File: src/rtl/rexp_pkg.sv
package rexp_pkg;

  localparam int MASK_W       = 32;
  localparam int CNT_W        = $clog2(MASK_W + 1);
  localparam int CMD_ARM_BIT  = 8;
  localparam int CMD_SIZE_LO  = 9;
  localparam int CMD_SWAP_BIT = 12;

  typedef enum logic {
    ST_IDLE = 1'b0,
    ST_DRAW = 1'b1
  } rexp_state_t;

  // Exchange the two bytes held in each 16-bit half.
  function automatic logic [MASK_W-1:0] swap_halves(input logic [MASK_W-1:0] w);
    return {w[23:16], w[31:24], w[7:0], w[15:8]};
  endfunction

  // Mask bits per word for a size code; codes 2 and 3 both mean 32.
  function automatic logic [CNT_W-1:0] bits_for_code(input logic [1:0] code);
    case (code)
      2'd0:    return CNT_W'(8);
      2'd1:    return CNT_W'(16);
      default: return CNT_W'(32);
    endcase
  endfunction

endpackage

File: src/rtl/rexp_mask_shifter.sv
module rexp_mask_shifter
  import rexp_pkg::*;
(
  input  logic              clk,
  input  logic              rst,
  input  logic              flush,
  input  logic              load,
  input  logic              shift,
  input  logic [MASK_W-1:0] word,
  input  logic [1:0]        size_code,
  input  logic              swap,
  output logic              bit_out,
  output logic              empty
);

  logic [MASK_W-1:0] sh_q;
  logic [CNT_W-1:0]  cnt_q;
  logic [MASK_W-1:0] arranged;
  logic [CNT_W-1:0]  nbits;

  assign arranged = swap ? swap_halves(word) : word;
  assign nbits    = bits_for_code(size_code);
  assign bit_out  = sh_q[MASK_W-1];
  assign empty    = (cnt_q == '0);

  always_ff @(posedge clk) begin
    if (rst) begin
      sh_q  <= '0;
      cnt_q <= '0;
    end else if (flush) begin
      cnt_q <= '0;
    end else if (load) begin
      sh_q  <= arranged << (CNT_W'(MASK_W) - nbits);
      cnt_q <= nbits;
    end else if (shift) begin
      sh_q  <= sh_q << 1;
      cnt_q <= cnt_q - 1'b1;
    end
  end

  // a fresh word is only loaded once the previous one is used up
  assert_load_when_empty_R4: assert property (@(posedge clk) disable iff (rst)
    load |-> empty);

  // one bit used per clock
  assert_one_bit_per_clock_R4: assert property (@(posedge clk) disable iff (rst)
    (shift && !flush && !load) |=> (cnt_q == $past(cnt_q) - 1'b1));

  // a loaded word holds 8, 16 or 32 bits
  assert_word_size_R2: assert property (@(posedge clk) disable iff (rst)
    (load && !flush) |=> (cnt_q == 8 || cnt_q == 16 || cnt_q == 32));

endmodule

File: src/rtl/rexp_walker.sv
module rexp_walker #(
  parameter int XW = 12,
  parameter int AW = 20,
  parameter int LW = 12
) (
  input  logic          clk,
  input  logic          rst,
  input  logic          arm,
  input  logic          step,
  input  logic [XW-1:0] start_x,
  input  logic [XW-1:0] start_y,
  input  logic [XW-1:0] width,
  input  logic [XW-1:0] height,
  input  logic [AW-1:0] base,
  input  logic [LW-1:0] line_len,
  output logic [AW-1:0] addr,
  output logic          last
);

  localparam int CW = XW + 1;
  localparam int PW = LW + XW;

  logic [CW-1:0] sx_q, wx_q, xend_q, wy_q, yend_q;
  logic [LW-1:0] line_q;
  logic [AW-1:0] row_q;
  logic [PW-1:0] row_prod;
  logic          row_end;

  assign row_prod = line_len * start_y;
  assign row_end  = (wx_q == xend_q);
  assign last     = row_end && (wy_q == yend_q);
  assign addr     = row_q + AW'(wx_q);

  always_ff @(posedge clk) begin
    if (rst) begin
      sx_q   <= '0;
      wx_q   <= '0;
      xend_q <= '0;
      wy_q   <= '0;
      yend_q <= '0;
      line_q <= '0;
      row_q  <= '0;
    end else if (arm) begin
      sx_q   <= CW'(start_x);
      wx_q   <= CW'(start_x);
      xend_q <= CW'(start_x) + CW'(width);
      wy_q   <= CW'(start_y);
      yend_q <= CW'(start_y) + CW'(height);
      line_q <= line_len;
      row_q  <= base + AW'(row_prod);
    end else if (step) begin
      if (row_end) begin
        wx_q  <= sx_q;
        wy_q  <= wy_q + 1'b1;
        row_q <= row_q + AW'(line_q);
      end else begin
        wx_q  <= wx_q + 1'b1;
      end
    end
  end

  // X stays inside the inclusive row bounds
  assert_x_in_row_R7: assert property (@(posedge clk) disable iff (rst)
    (wx_q >= sx_q) && (wx_q <= xend_q));

  // passing the right edge returns to the start column
  assert_row_wrap_R7: assert property (@(posedge clk) disable iff (rst)
    (step && !arm && row_end) |=> (wx_q == sx_q));

  // inside a row the address moves on by one per pixel
  assert_addr_step_R6: assert property (@(posedge clk) disable iff (rst)
    (step && !arm && !row_end) |=> (addr == $past(addr) + 1'b1));

endmodule

File: src/rtl/mono_rect_expander.sv
module mono_rect_expander
  import rexp_pkg::*;
#(
  parameter int XW   = 12,
  parameter int AW   = 20,
  parameter int LW   = 12,
  parameter int FGW  = 16,
  parameter int PW   = 8,
  parameter int CMDW = 16
) (
  input  logic              clk,
  input  logic              rst,
  input  logic              cmd_valid,
  input  logic [CMDW-1:0]   cmd_word,
  input  logic [XW-1:0]     cur_x,
  input  logic [XW-1:0]     cur_y,
  input  logic [XW-1:0]     rect_w,
  input  logic [XW-1:0]     rect_h,
  input  logic [FGW-1:0]    fg_colour,
  input  logic [AW-1:0]     disp_start,
  input  logic [LW-1:0]     line_len,
  input  logic              mask_valid,
  input  logic [MASK_W-1:0] mask_word,
  output logic              mask_ready,
  output logic              busy,
  output logic              pix_we,
  output logic [AW-1:0]     pix_addr,
  output logic [PW-1:0]     pix_data
);

  rexp_state_t   state_q;
  logic [1:0]    size_q;
  logic          swap_q;
  logic [PW-1:0] colour_q;
  logic          arm, take, shift, finish, flush;
  logic          empty, cur_bit, last_pos;
  logic [AW-1:0] walk_addr;
  logic          unused_inputs;

  assign unused_inputs = ^{cmd_word[CMDW-1:CMD_SWAP_BIT+1], cmd_word[CMD_SWAP_BIT-1:CMD_SIZE_LO+2],
                           cmd_word[CMD_ARM_BIT-1:0], fg_colour[FGW-1:PW]};

  assign arm    = cmd_valid && cmd_word[CMD_ARM_BIT];
  assign busy   = (state_q == ST_DRAW);
  assign take   = busy && empty && mask_valid && !arm;
  assign shift  = busy && !empty && !arm;
  assign finish = shift && last_pos;
  assign flush  = arm || finish;
  assign mask_ready = busy && empty;

  rexp_mask_shifter u_shift (
    .clk       (clk),
    .rst       (rst),
    .flush     (flush),
    .load      (take),
    .shift     (shift),
    .word      (mask_word),
    .size_code (size_q),
    .swap      (swap_q),
    .bit_out   (cur_bit),
    .empty     (empty)
  );

  rexp_walker #(.XW(XW), .AW(AW), .LW(LW)) u_walk (
    .clk      (clk),
    .rst      (rst),
    .arm      (arm),
    .step     (shift),
    .start_x  (cur_x),
    .start_y  (cur_y),
    .width    (rect_w),
    .height   (rect_h),
    .base     (disp_start),
    .line_len (line_len),
    .addr     (walk_addr),
    .last     (last_pos)
  );

  always_ff @(posedge clk) begin
    if (rst) begin
      state_q  <= ST_IDLE;
      size_q   <= '0;
      swap_q   <= 1'b0;
      colour_q <= '0;
      pix_we   <= 1'b0;
      pix_addr <= '0;
      pix_data <= '0;
    end else begin
      pix_we <= shift && cur_bit;
      if (shift) begin
        pix_addr <= walk_addr;
        pix_data <= colour_q;
      end
      if (arm) begin
        state_q  <= ST_DRAW;
        size_q   <= cmd_word[CMD_SIZE_LO+1:CMD_SIZE_LO];
        swap_q   <= cmd_word[CMD_SWAP_BIT];
        colour_q <= fg_colour[PW-1:0];
      end else if (finish) begin
        state_q  <= ST_IDLE;
      end
    end
  end

  // an accepted command leaves the engine busy and ready for a word
  assert_arm_ready_R1: assert property (@(posedge clk) disable iff (rst)
    arm |=> (busy && mask_ready));

  // words are only asked for while armed
  assert_ready_needs_busy_R4: assert property (@(posedge clk) disable iff (rst)
    mask_ready |-> busy);

  // no pixel strobe unless the engine was drawing
  assert_we_while_drawing_R5: assert property (@(posedge clk) disable iff (rst)
    pix_we |-> $past(busy));

  // busy drops only after the final pixel was visited
  assert_idle_on_finish_R8: assert property (@(posedge clk) disable iff (rst)
    $fell(busy) |-> $past(finish));

endmodule

File: config.mk
export PLATFORM = sky130hd
export DESIGN_NAME = mono_rect_expander
export DESIGN_NICKNAME = d
export VERILOG_FILES = /design/src/rtl/rexp_pkg.sv /design/src/rtl/rexp_mask_shifter.sv /design/src/rtl/rexp_walker.sv /design/src/rtl/mono_rect_expander.sv
export SDC_FILE = /design/constraint.sdc
export NUM_CORES = 1
export LEC_CHECK = 0
export ABC_CLOCK_PERIOD_IN_PS = 17200
export BUFFER_PORTS_ARGS = -buffer_cell sky130_fd_sc_hd__buf_2
export CAP_MARGIN = 5
export CORE_MARGIN = 8
export CORE_UTILIZATION = 50
export CTS_CLUSTER_DIAMETER = 60
export DETAILED_ROUTE_END_ITERATION = 8
export PLACE_DENSITY = 0.7
export SLEW_MARGIN = 15
export SYNTH_ARGS = -nofsm -noshare
export SYNTH_HDL_FRONTEND = slang
export SYNTH_SLANG_ARGS = --single-unit
export TNS_END_PERCENT = 30
File: constraint.sdc
create_clock -name clk -period 17.2 [get_ports clk]
set_clock_uncertainty 0.15 [all_clocks]
set_input_delay 3.44 -clock clk [delete_from_list [all_inputs] [get_ports clk]]
set_output_delay 3.44 -clock clk [all_outputs]
set_load 0.05 [all_outputs]
Word level (Yosys, flattened, before mapping)
Index checks and enable logic that the tools add are counted.
{"block": "totals", "in_bits": 148, "regBits": 175}
{"block": "op_classes", "eq_ne": 3, "bitwise": 1, "shifts": 1, "addsub": 9, "muxes": 17, "n_reduce_logical": 23, "n_mul": 1}
{"op": "32-bit 2-to-1 mux", "n": 3}
{"op": "12-bit 2-to-1 mux", "n": 5}
{"op": "20-bit 2-to-1 mux", "n": 3}
{"op": "32-bit by 6-bit left shift with 32-bit output", "n": 1}
{"op": "12-bit by 12-bit adder with 13-bit output", "n": 2}
{"op": "13-bit by 1-bit adder with 13-bit output, second input constant", "n": 2}
{"op": "13-bit == test", "n": 2}
{"op": "20-bit by 12-bit adder with 20-bit output", "n": 1}
{"op": "20-bit by 13-bit adder with 20-bit output", "n": 1}
{"op": "20-bit adder", "n": 1}
{"op": "12-bit by 12-bit multiplier with 20-bit output", "n": 1}
{"op": "13-bit 2-to-1 mux", "n": 1}
{"op": "6-bit 2-to-1 mux", "n": 2}
{"op": "6-bit one-hot mux with 2 select lines", "n": 1}
{"op": "1-bit logical AND", "n": 9}
{"op": "2-bit nonzero test", "n": 4}
{"op": "6-bit zero test", "n": 1}
{"op": "2-bit AND reduction", "n": 3}
{"op": "6-bit by 1-bit subtractor with 6-bit output, second input constant", "n": 1}
{"op": "6-bit subtractor, first input constant", "n": 1}
{"op": "2-bit OR reduction", "n": 2}
{"op": "2-bit by 1-bit == test with 1-bit output, second input constant", "n": 1}
{"op": "1-bit zero test", "n": 2}
{"op": "2-bit zero test", "n": 1}
{"op": "3 further kinds", "n": 4}

Logic depth before layout (Yosys ltp)
Gate-level depths: netlist (run 1).
{"block": "depth", "ltp_word": 8, "ltp_mapped": 21}

Hierarchy
A second synthesis (run 1) with hierarchy kept.
{"block": "hier_totals", "hier_cells": 1846, "hier_area_um2": 15554.9}
{"mod": "rexp_walker", "cells_each": 1395, "seq_area_each_um2": 1921.8, "instances": 1, "area_each_um2": 11449.7}
{"mod": "rexp_mask_shifter", "cells_each": 270, "seq_area_each_um2": 760.7, "instances": 1, "area_each_um2": 2371.0}
{"mod": "mono_rect_expander", "cells_each": 181, "seq_area_each_um2": 820.8, "instances": 1, "area_each_um2": 1734.2}

Worst setup path before layout (run 1)
Ideal clock, no wire load.
{"block": "synth_timing", "path_type": "input to register", "from": "in cur_y[0]", "to": "reg u_walk.row_q[19]", "setup_time_ps": 86, "setup_slack_ps": 8969, "t_arrival_ps": 7995, "cell_stages": 19, "required_time_ps": 16964, "n_path_buf": 1, "path_cell_list": "clkbuf_1 -> and2_1 -> fa_1 -> inv_1 -> fa_1 -> inv_1 -> fa_1 -> fa_1 -> inv_1 -> fa_1 -> inv_1 -> ha_1 -> or3_1 -> o211ai_1 -> a21oi_1 -> o31ai_1 -> xnor2_1 -> nor2_1 -> a211oi_1"}
{"block": "synth_via", "elab_chain_len": 3}
{"element": "start: declaration", "line_no": "mono_rect_expander.sv:16", "text": "input logic [XW-1:0] cur_y,"}
{"element": "12-bit by 12-bit multiplier with 20-bit output", "line_no": "rexp_walker.sv:29", "text": "assign row_prod = line_len * start_y;"}
{"element": "20-bit adder", "line_no": "rexp_walker.sv:50", "text": "row_q <= base + AW'(row_prod);"}
{"element": "20-bit 2-to-1 mux", "line_no": "rexp_walker.sv:43", "text": "end else if (arm) begin"}
{"element": "end signal: assignment", "line_no": "rexp_walker.sv:50"}
{"element": "end signal: assignment", "line_no": "rexp_walker.sv:55", "text": "row_q <= row_q + AW'(line_q);"}
{"element": "end: declaration", "line_no": "rexp_walker.sv:25", "text": "logic [AW-1:0] row_q;"}
Every way passes these cells.
A chain may end at the register's enable or synchronous reset.

Worst setup path in the final report (run 1)
{"block": "layout_timing", "from": "in cur_y[0]", "to": "reg u_walk.row_q[17]"}
The elaborated chain is that of the path after synthesis.

==> summary.txt, run 1 <==
Synthesis
  • Post-synthesis cell area: around 15000 sq um
  • Post-synth EDFFs: 0
  • Total nets after synthesis: ~2300
  • Sequential element share of the synthesized area: between 20% and 30%
  • Top cell type by total area after synthesis: dfxtp_1
  • Syn Area/Cell: roughly 8 sq um
  • Primary flip-flop cell chosen by synthesis mapping: dfxtp_1
  • Synth Warn #: 0
  • FFs w/ async S/R, synth: 0%
  • Portion of synthesized cell area occupied by the leading cell type: between 20 and 25%
  • Area contributors post-synth: dfxtp_1 (23%), fa_1 (15%), ha_1 (8.3%)
  • Post-synthesis register bit count: between 150 and 200
  • Count of mapped cells out of synthesis: between 1500 and 2000
  • Distinct cells, synth: 66

Placed design
  • Placement Cell Area: between 15000 and 20000 sq um
  • Post-place setup slack: 8300 ps
  • Global placement routability congestion: 0.853
  • Half-perimeter wire length after placement: 29600 um
  • Port Buf Inserts: roughly 160
  • Count of placed standard cells including taps: about 2400

Floorplan
  • Area of the core: roughly 30000 sq um
  • IO Count: 179
  • Die footprint: 36700 sq um
  • Effective utilization at floorplan: 50.6%
  • Height of the die: 192 um
  • Die outline width: 192 um
  • Placement Rows: 64

Critical path
  • Crit path max-delay cell type: fa_1
  • Max FO, Critical Path: 14
  • Required time reported for the critical path endpoint: 17340 ps
  • Most common cell type on the critical path: fa_1
  • CP startpoint kind: input port
  • Data arrival time of the critical path: 8600 ps
  • Crit-path max cell delay: 540 ps
  • CP Capture Type: flop
  • Cell-by-cell listing of the critical path: buf_2 -> and2_1 -> fa_1 -> inv_1 -> fa_1 -> inv_1 -> fa_1 -> fa_1 -> inv_1 -> fa_1 -> inv_1 -> ha_1 -> or3_1 -> o211ai_1 -> a21oi_1 -> nor3_1 -> xor2_1 -> a21o_1 -> a21oi_1
  • Critical path class: in2reg
  • Crit path max-delay family: adder cells
  • Buffers plus inverters on the worst setup path: 5

Global routing
  • Global routing usage summed across all routing layers: 21.6%
  • Via count of the first global-routing pass: about 13000
  • Global-route wire length before repair: about 65000 um
  • Remaining global-route overflow: 0
  • Pin count of the biggest net entering global routing: 86
  • Initial antenna violation count: 0

Timing
  • Final setup TNS: 0 ps
  • Final critical-path setup slack: 8740 ps
  • Final critical delay including setup and external delays: between 8000 and 9000 ps
  • Final clock period utilization by the worst path: about half
  • Maximum clock rate: about 120 MHz
  • Worst slack on hold paths: 301 ps
  • Normalized max-slew margin: 35.7%
  • Final count of pins violating max slew: 0
  • Worst Max-Slew Pin Slew: 965 ps
  • Final number of setup-violating endpoints: 0
  • RSZ-0062 raised after global routing: false
  • Hold Fails Final Rpt: 0

CTS
  • Post-cts resize count: 0
  • Register clock-pin slew on the reported worst setup and hold paths: about 70 ps
  • Post-CTS Hold Fix Bufs: 0
  • Clock Tree Buf Depth: 2
  • TritonCTS clock tree: done
  • Clock sink count: about 180
  • Number of buffers inserted by post-CTS setup repair: 0
  • H-tree depth: 4
  • Master cell of the clock root buffer: clkbuf_16
  • Source-to-sink clock delay at the later pin of the worst-skew pair: 430 ps
  • Inserted Clock Buffers: 17

Layout
  • Seq. cell area: roughly 3500 sq um
  • Final instance area: 16900 sq um
  • # nets final: around 2400
  • Post-layout util: roughly 56%
  • Multi-input gate area in the final layout: approximately 11000 sq um
  • Antenna diodes: 0
  • Relative area change from synthesis to final layout: 9.65%
  • Fin cells: 2417
  • Fraction of final layout cells with drive strength greater than 1: a little under an eighth
  • Fillers: 2887

Power and ir drop
  • Power Density: 119 nW/um^2
  • Leakage power summed over all cells: between 7 and 8 nW
  • Max VDD drop: 0.000158 V
  • Overall power of the completed layout: 2.00 mW

Worst hold path
  • Type of the most critical hold path: reg2reg

Drt
  • DRC marker count from the first detailed-route iteration: roughly 910
  • WL/cell: between 15 and 20 um
  • Total via count in the routed design: 13400
  • Vias per cell: approximately 5.5
  • Remaining antenna violation count: 0
  • First-pass detailed-route iteration total: 5
  • Drt drc: 0
  • Routed wire length: approximately 39000 um

Outcome
  • Result of the run: finished clean

Run
  • Number of maximum-capacitance constraint violations: 0
cells by family after synthesis:
logic type               Yosys count  synth area share, %
multiplexers                      41                 2.67
XOR/XNOR                         104                 5.91
buffers and inverters            311                 7.95
flip-flops                       175                 22.7
AND/OR/NAND/NOR                  688                 20.7
adder cells (fa/ha/maj)          219                 23.5
AO/OA/AOI/OAI                    394                 16.6
metal layers:
| layer | vias to the layer above | global-route usage (%) | part of all wire (%) |
|---|---|---|---|
| met5 | - | 0 | 0 |
| met4 | 0 | 5.54 | 1.9 |
| met3 | 55 | 3.47 | 5.6 |
| met2 | 350 | 34.6 | 45 |
| met1 | 6379 | 30.1 | 47 |
| li1 | 6599 | - | - |
report_power, final:
part	internal (mW)	total, mW	switching [mW]
clock network	0.208	0.376	0.168
registers	0.436	0.467	0.0316
logic	0.464	1.16	0.695
layout by cell type, fill, tap and decap left out, types with 3 or more instances in the layout:
cell type,Yosys,layout
nor2_1,140,139
o22ai_1,14,14
and2_1,77,76
and3_1,7,7
o221ai_1,3,3
a2111oi_0,4,4
nor3_1,51,51
nor3b_1,11,11
nand4_1,13,13
a21oi_1,154,154
nor2b_1,20,20
o211ai_1,9,9
o41ai_1,4,4
a21o_1,12,12
fa_1,117,117
xor2_1,44,44
or2_2,3,3
a31oi_1,15,15
o31ai_1,7,7
buf_2,7,157
o21ai_0,61,61
nand3_1,30,29
ha_1,102,102
nand2b_1,8,8
or3_1,16,16
mux2i_1,40,40
buf_4,1,13
nor4_1,12,12
inv_1,197,197
o31a_1,5,5
a211oi_1,52,52
nand2_1,288,287
a211oi_2,23,23
clkbuf_16,0,17
xnor2_1,60,59
o21a_1,14,14
clkinvlp_4,0,4
dfxtp_1,175,175
inv_6,0,3
state kept, by name (all words and copies together) (netlist names), 12 cells and up:
| name | flops |
|---|---|
| pix_addr | 20 |
| u_shift.sh_q | 32 |
| u_walk.line_q | 12 |
| u_walk.row_q | 20 |
| u_walk.sx_q | 12 |
| u_walk.wx_q | 13 |
| u_walk.wy_q | 13 |
| u_walk.xend_q | 13 |
| u_walk.yend_q | 13 |
final timing paths:
path	slack, ps	endpoint	cells past startpoint	start
worst min-delay path	300	pix_data[0]	2	pix_data[0]
worst min register to register	300	pix_data[0]	2	pix_data[0]
worst max-delay path	8740	u_walk.row_q[17]	19	cur_y[0]
worst max register to register	13290	u_shift.sh_q[22]	11	size_q[1]
tightest hold or removal path, stage by stage, from the launching register on:
cell	delay [ps]
dfxtp_1	310
nand2_1	50
a21oi_1	50
final cells by class:
class	count	area share, %
clock buffers	21	2.73
repair buffers	170	5.23
well taps	396	2.93
inverters	198	4.40
multi-input cells	1446	63.3
clock inverters	11	0.622
flip-flops and latches	175	20.7
cells in the mapped netlist (all sizes together) (8+ instances only):
cell type    n
a211oi      75
a21o        12
a21oi      154
a31oi       15
and2        79
buf         23
clkbuf      90
dfxtp      175
fa         117
ha         102
inv        197
mux2i       40
nand2      289
nand2b       8
nand3       30
nand4       13
nor2       140
nor2b       20
nor3        52
nor3b       11
nor4        13
o211ai       9
o21a        14
o21ai       61
o22ai       14
or3         16
xnor2       60
xor2        44
Power figures use the tool's default switching activity.
==> run 2: changes to the inputs <==
Settings changed: ABC_AREA set to 1, ABC_CLOCK_PERIOD_IN_PS 17200 to 8700.
Clock period 17.2 ns to 8.7 ns, I/O delays scaled along.
==> summary.txt, run 2 <==
Global routing
  • Grt met1 use: 32.5% (was 30.1%)
  • Global-route wire length before repair: 75700 um (was 65400 um)
  • Remaining global-route overflow: 0 (unchanged)
  • Met3 Resource Use GR: 3.29% (was 3.47%)
  • Global routing usage summed across all routing layers: 23.9% (was 21.6%)
  • Via count of the first global-routing pass: 15100 (was 13300)
  • Initial antenna violation count: 0 (unchanged)
  • Pin count of the biggest net entering global routing: 79 (was 86)
  • Met2 track utilization from global routing: 39.1% (was 34.6%)
  • Global-route layer with the greatest usage: met2 (unchanged)

Synthesis
  • Sequential element share of the synthesized area: 21.6% (was 22.7%)
  • Post-synthesis register bit count: 175 (unchanged)
  • Cell with the most instances after synthesis: nand2_1 (unchanged)
  • Commonest cells in the synthesized netlist: nand2_1 (625), inv_1 (422), o21ai_0 (200) (was nand2_1 (288), inv_1 (197), dfxtp_1 (175))
  • Count of mapped cells out of synthesis: 2407 (was 1932)
  • Total nets after synthesis: 2774 (was 2299)
  • Synth Warn #: 0 (unchanged)
  • Post-synth EDFFs: 0 (unchanged)
  • Area share of fa/ha/maj cells after synthesis: 22.3% (was 23.5%)
  • Dominant combinational cell family by area after synthesis: simple AND/OR/NAND/NOR gates (was adder cells)
  • FFs w/ async S/R, synth: 0% (unchanged)
  • XOR/XNOR Fraction of Synth Area: 3.02% (was 5.91%)
  • Primary flip-flop cell chosen by synthesis mapping: dfxtp_1 (unchanged)
  • Area contributors post-synth: dfxtp_1 (22%), nand2_1 (14%), fa_1 (14%) (was dfxtp_1 (23%), fa_1 (15%), ha_1 (8.3%))
  • Mux share of post-synthesis cell area: 0.123% (was 2.67%)
  • Post-synthesis cell area: 16300 sq um (was 15400 sq um)
  • Post-synthesis compound-gate area fraction: 16.0% (was 16.6%)
  • Portion of synthesized cell area occupied by the leading cell type: 21.6% (was 22.7%)
  • Top cell type by total area after synthesis: dfxtp_1 (unchanged)
  • Distinct cells, synth: 52 (was 66)
  • Syn Area/Cell: 6.75 sq um (was 7.97 sq um)
  • Area share of and/or/nand/nor cells after synthesis: 24.4% (was 20.7%)

Timing
  • Final count of pins violating max slew: 0 (unchanged)
  • Final critical-path setup slack: 2400 ps (was 8740 ps)
  • Final number of setup-violating endpoints: 0 (unchanged)
  • Final setup TNS: 0 ps (unchanged)
  • RSZ-0062 raised after global routing: false (unchanged)
  • Final clock period utilization by the worst path: roughly 72%
  • Final critical delay including setup and external delays: between 6000 and 7000 ps
  • Hold Fails Final Rpt: 0 (unchanged)
  • Normalized max-slew margin: 35.8% (was 35.7%)
  • Worst Max-Slew Pin Slew: 961 ps (was 965 ps)
  • Maximum clock rate: between 150 and 200 MHz

Layout
  • Number of flip-flops in the largest register: 32 (unchanged)
  • Fin cells: 2949 (was 2417)
  • Reg with most FFs: u_shift.sh_q (unchanged)
  • Most frequent standard cell in the layout excluding fill and tap cells: nand2_1 (unchanged)
  • Top Registers: u_shift.sh_q x32, pix_addr x20, u_walk.row_q x20 (unchanged)
  • Commonest cells after routing, fill and taps aside: nand2_1 (625), inv_1 (421), o21ai_0 (200), dfxtp_1 (175), nor2_1 (170) (was nand2_1 (287), inv_1 (197), dfxtp_1 (175), buf_2 (157), a21oi_1 (154))
  • Fillers: 3188 (was 2887)
  • # nets final: 2861 (was 2375)
  • Relative area change from synthesis to final layout: 9.51% (was 9.65%)
  • Post-layout util: 55.1% (was 55.5%)
  • Seq. cell area: 3500 sq um (unchanged)
  • Multi-input gate area in the final layout: 10700 sq um (about the same)
  • Antenna diodes: 0 (unchanged)
  • Fraction of final layout cells with drive strength greater than 1: 9.13% (was 11.8%)

Critical path
  • Max FO, Critical Path: 14 (unchanged)
  • Setup slack, reg-to-reg: 5230 ps (was 13290 ps)
  • Origin of the critical flop-to-flop path: size_q[0] (was size_q[1])
  • Critical path class: in2reg (unchanged)
  • Worst Reg-to-Reg Cells: 10 (was 11)
  • Worst flop-to-flop path endpoint: u_shift.sh_q[27] (was u_shift.sh_q[22])
  • CP startpoint kind: input port (unchanged)
  • Required time reported for the critical path endpoint: 8880 ps (was 17340 ps)
  • CP Capture Type: flop (unchanged)
  • Data arrival time of the critical path: 6480 ps (was 8600 ps)

Worst hold path
  • Type of the most critical hold path: reg2reg (unchanged)
  • Worst min-delay path startpoint: u_shift.sh_q[31] (was pix_data[0])
  • Cell depth of the worst hold path: 2 (unchanged)
  • Worst Hold End: pix_we (was pix_data[0])

CTS
  • TritonCTS clock tree: done (unchanged)
  • Post-CTS Hold Fix Bufs: 0 (unchanged)
  • Post-cts resize count: 0 (unchanged)
  • H-tree depth: 4 (unchanged)
  • Source-to-sink clock delay at the later pin of the worst-skew pair: 440 ps (was 430 ps)
  • Master cell of the clock root buffer: clkbuf_16 (unchanged)
  • Number of buffers inserted by post-CTS setup repair: 0 (unchanged)
  • Clock sink count: 175 (unchanged)
  • Register clock-pin slew on the reported worst setup and hold paths: 80 ps (was 70 ps)
  • Inserted Clock Buffers: 17 (unchanged)
  • Clock Tree Buf Depth: 2 (unchanged)

Outcome
  • Result of the run: finished clean (unchanged)

Power and ir drop
  • Max VDD drop: 0.000229 V (was 0.000158 V)
  • Leakage power summed over all cells: 9.16 nW (was 7.33 nW)
  • Overall power of the completed layout: 4.11 mW (was 2.00 mW)
  • Power Density: 231 nW/um^2 (was 119 nW/um^2)

Placed design
  • Post-place setup slack: 1990 ps (was 8300 ps)
  • Count of placed standard cells including taps: 2917 (was 2385)
  • Half-perimeter wire length after placement: 34800 um (was 29600 um)
  • Port Buf Inserts: 158 (unchanged)
  • Global placement routability congestion: 0.913 (was 0.853)

Floorplan
  • Height of the die: 196 um (was 192 um)
  • Die footprint: 38500 sq um (was 36700 sq um)
  • Effective utilization at floorplan: 50.3% (was 50.6%)
  • Area of the core: 32300 sq um (was 30400 sq um)
  • Placement Rows: 66 (was 64)
  • Die outline width: 196 um (was 192 um)
  • IO Count: 179 (unchanged)

Drt
  • Routed wire length: 46100 um (was 39400 um)
  • WL/cell: 15.6 um (was 16.3 um)
  • Total via count in the routed design: 15600 (was 13400)
  • DRC marker count from the first detailed-route iteration: 1224 (was 913)
  • Vias per cell: 5.29 (was 5.54)
  • First-pass detailed-route iteration total: 5 (unchanged)
  • Remaining antenna violation count: 0 (unchanged)
  • Drt drc: 0 (unchanged)

Run
  • Number of maximum-capacitance constraint violations: 0 (unchanged)
## run 2: changes by cell type after synthesis, moves of 16 or more
cell,change
nor2_1,+31
nor2b_1,-20
nand2_1,+337
mux2i_1,-38
and2_1,-77
or3_1,-16
a211oi_1,-50
xnor2_1,-37
o21ai_0,+139
nand3_1,+82
a211oi_2,-22
inv_1,+225
clkbuf_1,-26
nor3_1,-35
## run 2: worst max-delay path by stage
stage                startpoint               end  slack (ps)
global route           cur_y[3]  u_walk.row_q[15]        2170
floorplan           line_len[5]  u_walk.row_q[12]        2530
finish                 cur_y[3]  u_walk.row_q[15]        2400
detailed placement     cur_y[3]  u_walk.row_q[15]        1990
global placement       cur_y[3]  u_walk.row_q[15]        2040
CTS                    cur_y[3]  u_walk.row_q[15]        2440
## run 2: stage by stage
stage / hold slack [ps] / area, sq um
5_1_grt: 331 / 17800
3_3_place_gp: 287 / 17200
2_1_floorplan: 275 / 16300
4_1_cts: 305 / 17800
3_5_place_dp: 294 / 17200
6_report: 305 / 17800
## run 2: cell families (layout without fill, tap and decap cells)
kind of cell	after synthesis	after routing
buffers and inverters	526	626
AO/OA/AOI/OAI	463	463
flip-flops	175	175
adder cells (fa/ha/maj)	219	219
XOR/XNOR	56	56
multiplexers	2	2
AND/OR/NAND/NOR	966	966
## run 2: where the power goes
part	switching (mW)	total, mW	leakage, nW	internal (mW)
logic	1.61	2.45	7.46	0.841
registers	0.0508	0.906	1.43	0.855
clock network	0.371	0.752	0.273	0.380
total	2.03	4.11	9.16	2.08
## run 2: layout make-up
type | count | share of cell area, %
multi-input cells | 1706 | 60.1
repair buffers | 168 | 4.87
clock inverters | 15 | 0.837
clock buffers | 17 | 2.39
well taps | 442 | 3.11
flip-flops and latches | 175 | 19.7
inverters | 426 | 9.01
## run 2: routing by layer
layer  vias up  wire length, um
li1       7780                -
met1      7310            21100
met2       461            21300
met3        58             2750
met4         0              924
met5         -                0
## run 2: worst max-delay path: stages
cell,delay (ps)
buf_2,320
nand2_1,140
fa_1,580
fa_1,450
fa_1,550
inv_1,50
fa_1,480
inv_1,50
fa_1,470
inv_1,40
ha_1,360
nand2_1,140
inv_1,50
a21oi_1,200
nor2_1,60
nor2_1,100
nand2_1,80
o21ai_0,340
nand3_1,110
nand3_1,90
inv_1,50
==> run 3: changes to the inputs <==
Settings changed: ABC_AREA 1 to 0, ABC_CLOCK_PERIOD_IN_PS 8700 to 5450, PLACE_DENSITY 0.7 to 0.73.
Clock period 8.7 ns to 5.45 ns, I/O delays scaled along.
==> summary.txt, run 3 (synthesis results as in run 1) <==
Outcome
  • Result of the run: finished with violations (was finished clean)
  • Violations in the final reports: negative setup slack

CTS
  • TritonCTS clock tree: done (unchanged)
  • Clock Tree Buf Depth: 2 (unchanged)
  • Register clock-pin slew on the reported worst setup and hold paths: 70 ps (was 80 ps)
  • Post-CTS Hold Fix Bufs: 0 (unchanged)
  • Inserted Clock Buffers: 17 (unchanged)
  • Clock sink count: 175 (unchanged)
  • Master cell of the clock root buffer: clkbuf_16 (unchanged)
  • H-tree depth: 4 (unchanged)
  • Source-to-sink clock delay at the later pin of the worst-skew pair: 430 ps (was 440 ps)

Critical path
  • Most common cell type on the critical path: fa_1
  • Max FO, Critical Path: 7 (was 14)
  • Worst setup path startpoint: cur_y[2] (was cur_y[3])
  • CP Capture Type: flop (unchanged)
  • CP startpoint kind: input port (unchanged)
  • Cell-by-cell listing of the critical path: buf_12 -> buf_4 -> and2_1 -> fa_1 -> fa_1 -> fa_1 -> fa_1 -> inv_1 -> fa_1 -> inv_1 -> ha_1 -> o21ai_1 -> nor2_2 -> o211ai_1 -> a21oi_2 -> o31ai_2 -> xnor2_1 -> nor2_1 -> a211oi_1 (was buf_2 -> nand2_1 -> fa_1 -> fa_1 -> fa_1 -> inv_1 -> fa_1 -> inv_1 -> fa_1 -> inv_1 -> ha_1 -> nand2_1 -> inv_1 -> a21oi_1 -> nor2_1 -> nor2_1 -> nand2_1 -> o21ai_0 -> nand3_1 -> nand3_1 -> inv_1)
  • Crit-path max cell delay: 560 ps (was 580 ps)
  • Critical path class: in2reg (unchanged)
  • Setup slack, reg-to-reg: 1560 ps (was 5230 ps)
  • Capture point of the critical path: u_walk.row_q[19] (was u_walk.row_q[15])
  • Crit path max-delay cell type: fa_1 (unchanged)
  • Required time reported for the critical path endpoint: 5650 ps (was 8880 ps)
  • Data arrival time of the critical path: 5700 ps (was 6480 ps)
  • Origin of the critical flop-to-flop path: size_q[1] (was size_q[0])
  • Worst flop-to-flop path endpoint: u_shift.sh_q[20] (was u_shift.sh_q[27])
  • Worst Reg-to-Reg Cells: 11 (was 10)

Floorplan
  • IO Count: 179 (unchanged)
  • Placement Rows: 64 (was 66)
  • Die outline width: 192 um (was 196 um)
  • Area of the core: 30400 sq um (was 32300 sq um)
  • Height of the die: 192 um (was 196 um)
  • Die footprint: 36700 sq um (was 38500 sq um)
  • Effective utilization at floorplan: 50.6% (was 50.3%)

Power and ir drop
  • Overall power of the completed layout: 7.68 mW (was 4.11 mW)
  • Max VDD drop: 0.000447 V (was 0.000229 V)
  • Leakage power summed over all cells: 7.88 nW (was 9.16 nW)
  • Sequential share of power: 19.2% (was 22.0%)
  • Cell internal pwr: 4.50 mW (was 2.08 mW)
  • Proportion of total power due to net switching: 41.5% (was 49.5%)
  • Total net switching power: 3.18 mW (was 2.03 mW)
  • Portion of total power attributed to the clock network: 16.7% (was 18.3%)
  • Power Density: 427 nW/um^2 (was 231 nW/um^2)
  • Fraction of power consumed by combinational cells: 64.1% (was 59.7%)

Placed design
  • Port Buf Inserts: 158 (unchanged)
  • Placement Cell Area: 17100 sq um (was 17200 sq um)
  • Post-place setup slack: -616 ps (was 1990 ps)
  • Half-perimeter wire length after placement: 32100 um (was 34800 um)
  • Global placement routability congestion: 0.890 (was 0.913)

Timing
  • Final clock period utilization by the worst path: 101%
  • Final critical delay including setup and external delays: roughly 5500 ps
  • Worst Max-Slew Pin Slew: 913 ps (was 961 ps)
  • Maximum clock rate: ~180 MHz
  • Normalized max-slew margin: 39.1% (was 35.8%)
  • Final count of pins violating max slew: 0 (unchanged)
  • Final number of setup-violating endpoints: 2 (was 0)
  • Hold Fails Final Rpt: 0 (unchanged)
  • Final critical-path setup slack: -42.5 ps (was 2400 ps)
  • RSZ-0062 raised after global routing: true (was false)
  • Final setup TNS: -54.5 ps (was 0 ps)

Layout
  • Antenna diodes: 0 (unchanged)
  • Fraction of final layout cells with drive strength greater than 1: 17.9% (was 9.13%)
  • Number of flip-flops in the largest register: 32 (unchanged)
  • Fillers: 2780 (was 3188)
  • Commonest cells after routing, fill and taps aside: nand2_1 (286), inv_1 (191), dfxtp_1 (175), a21oi_1 (150), buf_2 (141) (was nand2_1 (625), inv_1 (421), o21ai_0 (200), dfxtp_1 (175), nor2_1 (170))
  • Final instance area: 18000 sq um (was 17800 sq um)
  • Most frequent standard cell in the layout excluding fill and tap cells: nand2_1 (unchanged)
  • Reg with most FFs: u_shift.sh_q (unchanged)
  • Multi-input gate area in the final layout: 11000 sq um (was 10700 sq um)
  • Top Registers: u_shift.sh_q x32, pix_addr x20, u_walk.row_q x20 (unchanged)
  • # nets final: 2466 (was 2861)
  • Relative area change from synthesis to final layout: 16.8% (was 9.51%)
  • Seq. cell area: 3500 sq um (unchanged)

Global routing
  • Global-route wire length before repair: 67800 um (was 75700 um)
  • Initial antenna violation count: 0 (unchanged)
  • Pin count of the biggest net entering global routing: 89 (was 79)
  • Global routing usage summed across all routing layers: 22.5% (was 23.9%)
  • Remaining global-route overflow: 0 (unchanged)
  • Via count of the first global-routing pass: 13700 (was 15100)

Drt
  • Drt drc: 0 (unchanged)
  • DRC marker count from the first detailed-route iteration: 1026 (was 1224)
  • Total via count in the routed design: 13900 (was 15600)
  • First-pass detailed-route iteration total: 5 (unchanged)
  • Vias per cell: 5.55 (was 5.29)
  • WL/cell: 16.7 um (was 15.6 um)
  • Remaining antenna violation count: 0 (unchanged)
  • Routed wire length: 41800 um (was 46100 um)

Worst hold path
  • Type of the most critical hold path: reg2reg (unchanged)
  • Worst min-delay path startpoint: colour_q[1] (was u_shift.sh_q[31])

Run
  • Number of maximum-capacitance constraint violations: 0 (unchanged)
run 3: power by group through the flow:
stage / Clock (mW) / Combinational (mW) / Sequential [mW]
floorplan: 0 / 2.94 / 1.48
global placement: 0 / 4.43 / 1.50
detailed placement: 0 / 4.52 / 1.50
CTS: 1.29 / 4.62 / 1.47
global route: 1.36 / 5.46 / 1.49
finish: 1.28 / 4.92 / 1.48
run 3: routing by layer:
layer	vias to the layer above	wire [um]	track usage (%)	part of all wire [%]
met3	51	2370	3.50	5.7
met5	-	0	0	0
met1	6702	19100	30.2	46
met2	395	19700	37.6	47
li1	6778	-	-	-
met4	0	660	5.18	1.6
run 3: worst min path at each step:
stage               cells past startpoint  slack [ps]          end
floorplan                               2         280  pix_data[0]
CTS                                     2         300  pix_addr[2]
finish                                  2         300  pix_data[1]
global route                            2         310  pix_addr[2]
global placement                        2         290  pix_data[0]
detailed placement                      2         290  pix_addr[2]
run 3: worst max-delay path: cells and delay by family:
| kind | cells | cell delay [ps] |
|---|---|---|
| XOR/XNOR | 1 | 230 |
| AND/OR/NAND/NOR | 3 | 450 |
| AO/OA/AOI/OAI | 5 | 800 |
| buffers and inverters | 4 | 350 |
| adder cells (fa/ha/maj) | 6 | 2740 |
run 3: area by class of cell:
cell class              instances  share of cell area, %
multi-input cells            1446                   60.9
flip-flops and latches        175                   19.5
repair buffers                261                   9.35
inverters                     198                   4.13
well taps                     396                   2.75
clock buffers                  21                   2.56
clock inverters                10                  0.835
run 3: repair_timing:
action                                 CTS  global route
setup endpoints to repair                7            11
setup buffers                            7             0
pin swaps                                9            21
resized for setup                       29            33
endpoints found under the hold margin    0             0
run 3: per-stage QoR:
step	hold slack (ps)	std cells	utilization, %
after global routing	314	2507	59.1
after global placement	286	2469	56.1
after detailed placement	293	2469	56.1
final	300	2507	59.1
after CTS	302	2507	58.7
after floorplan	282	1932	-
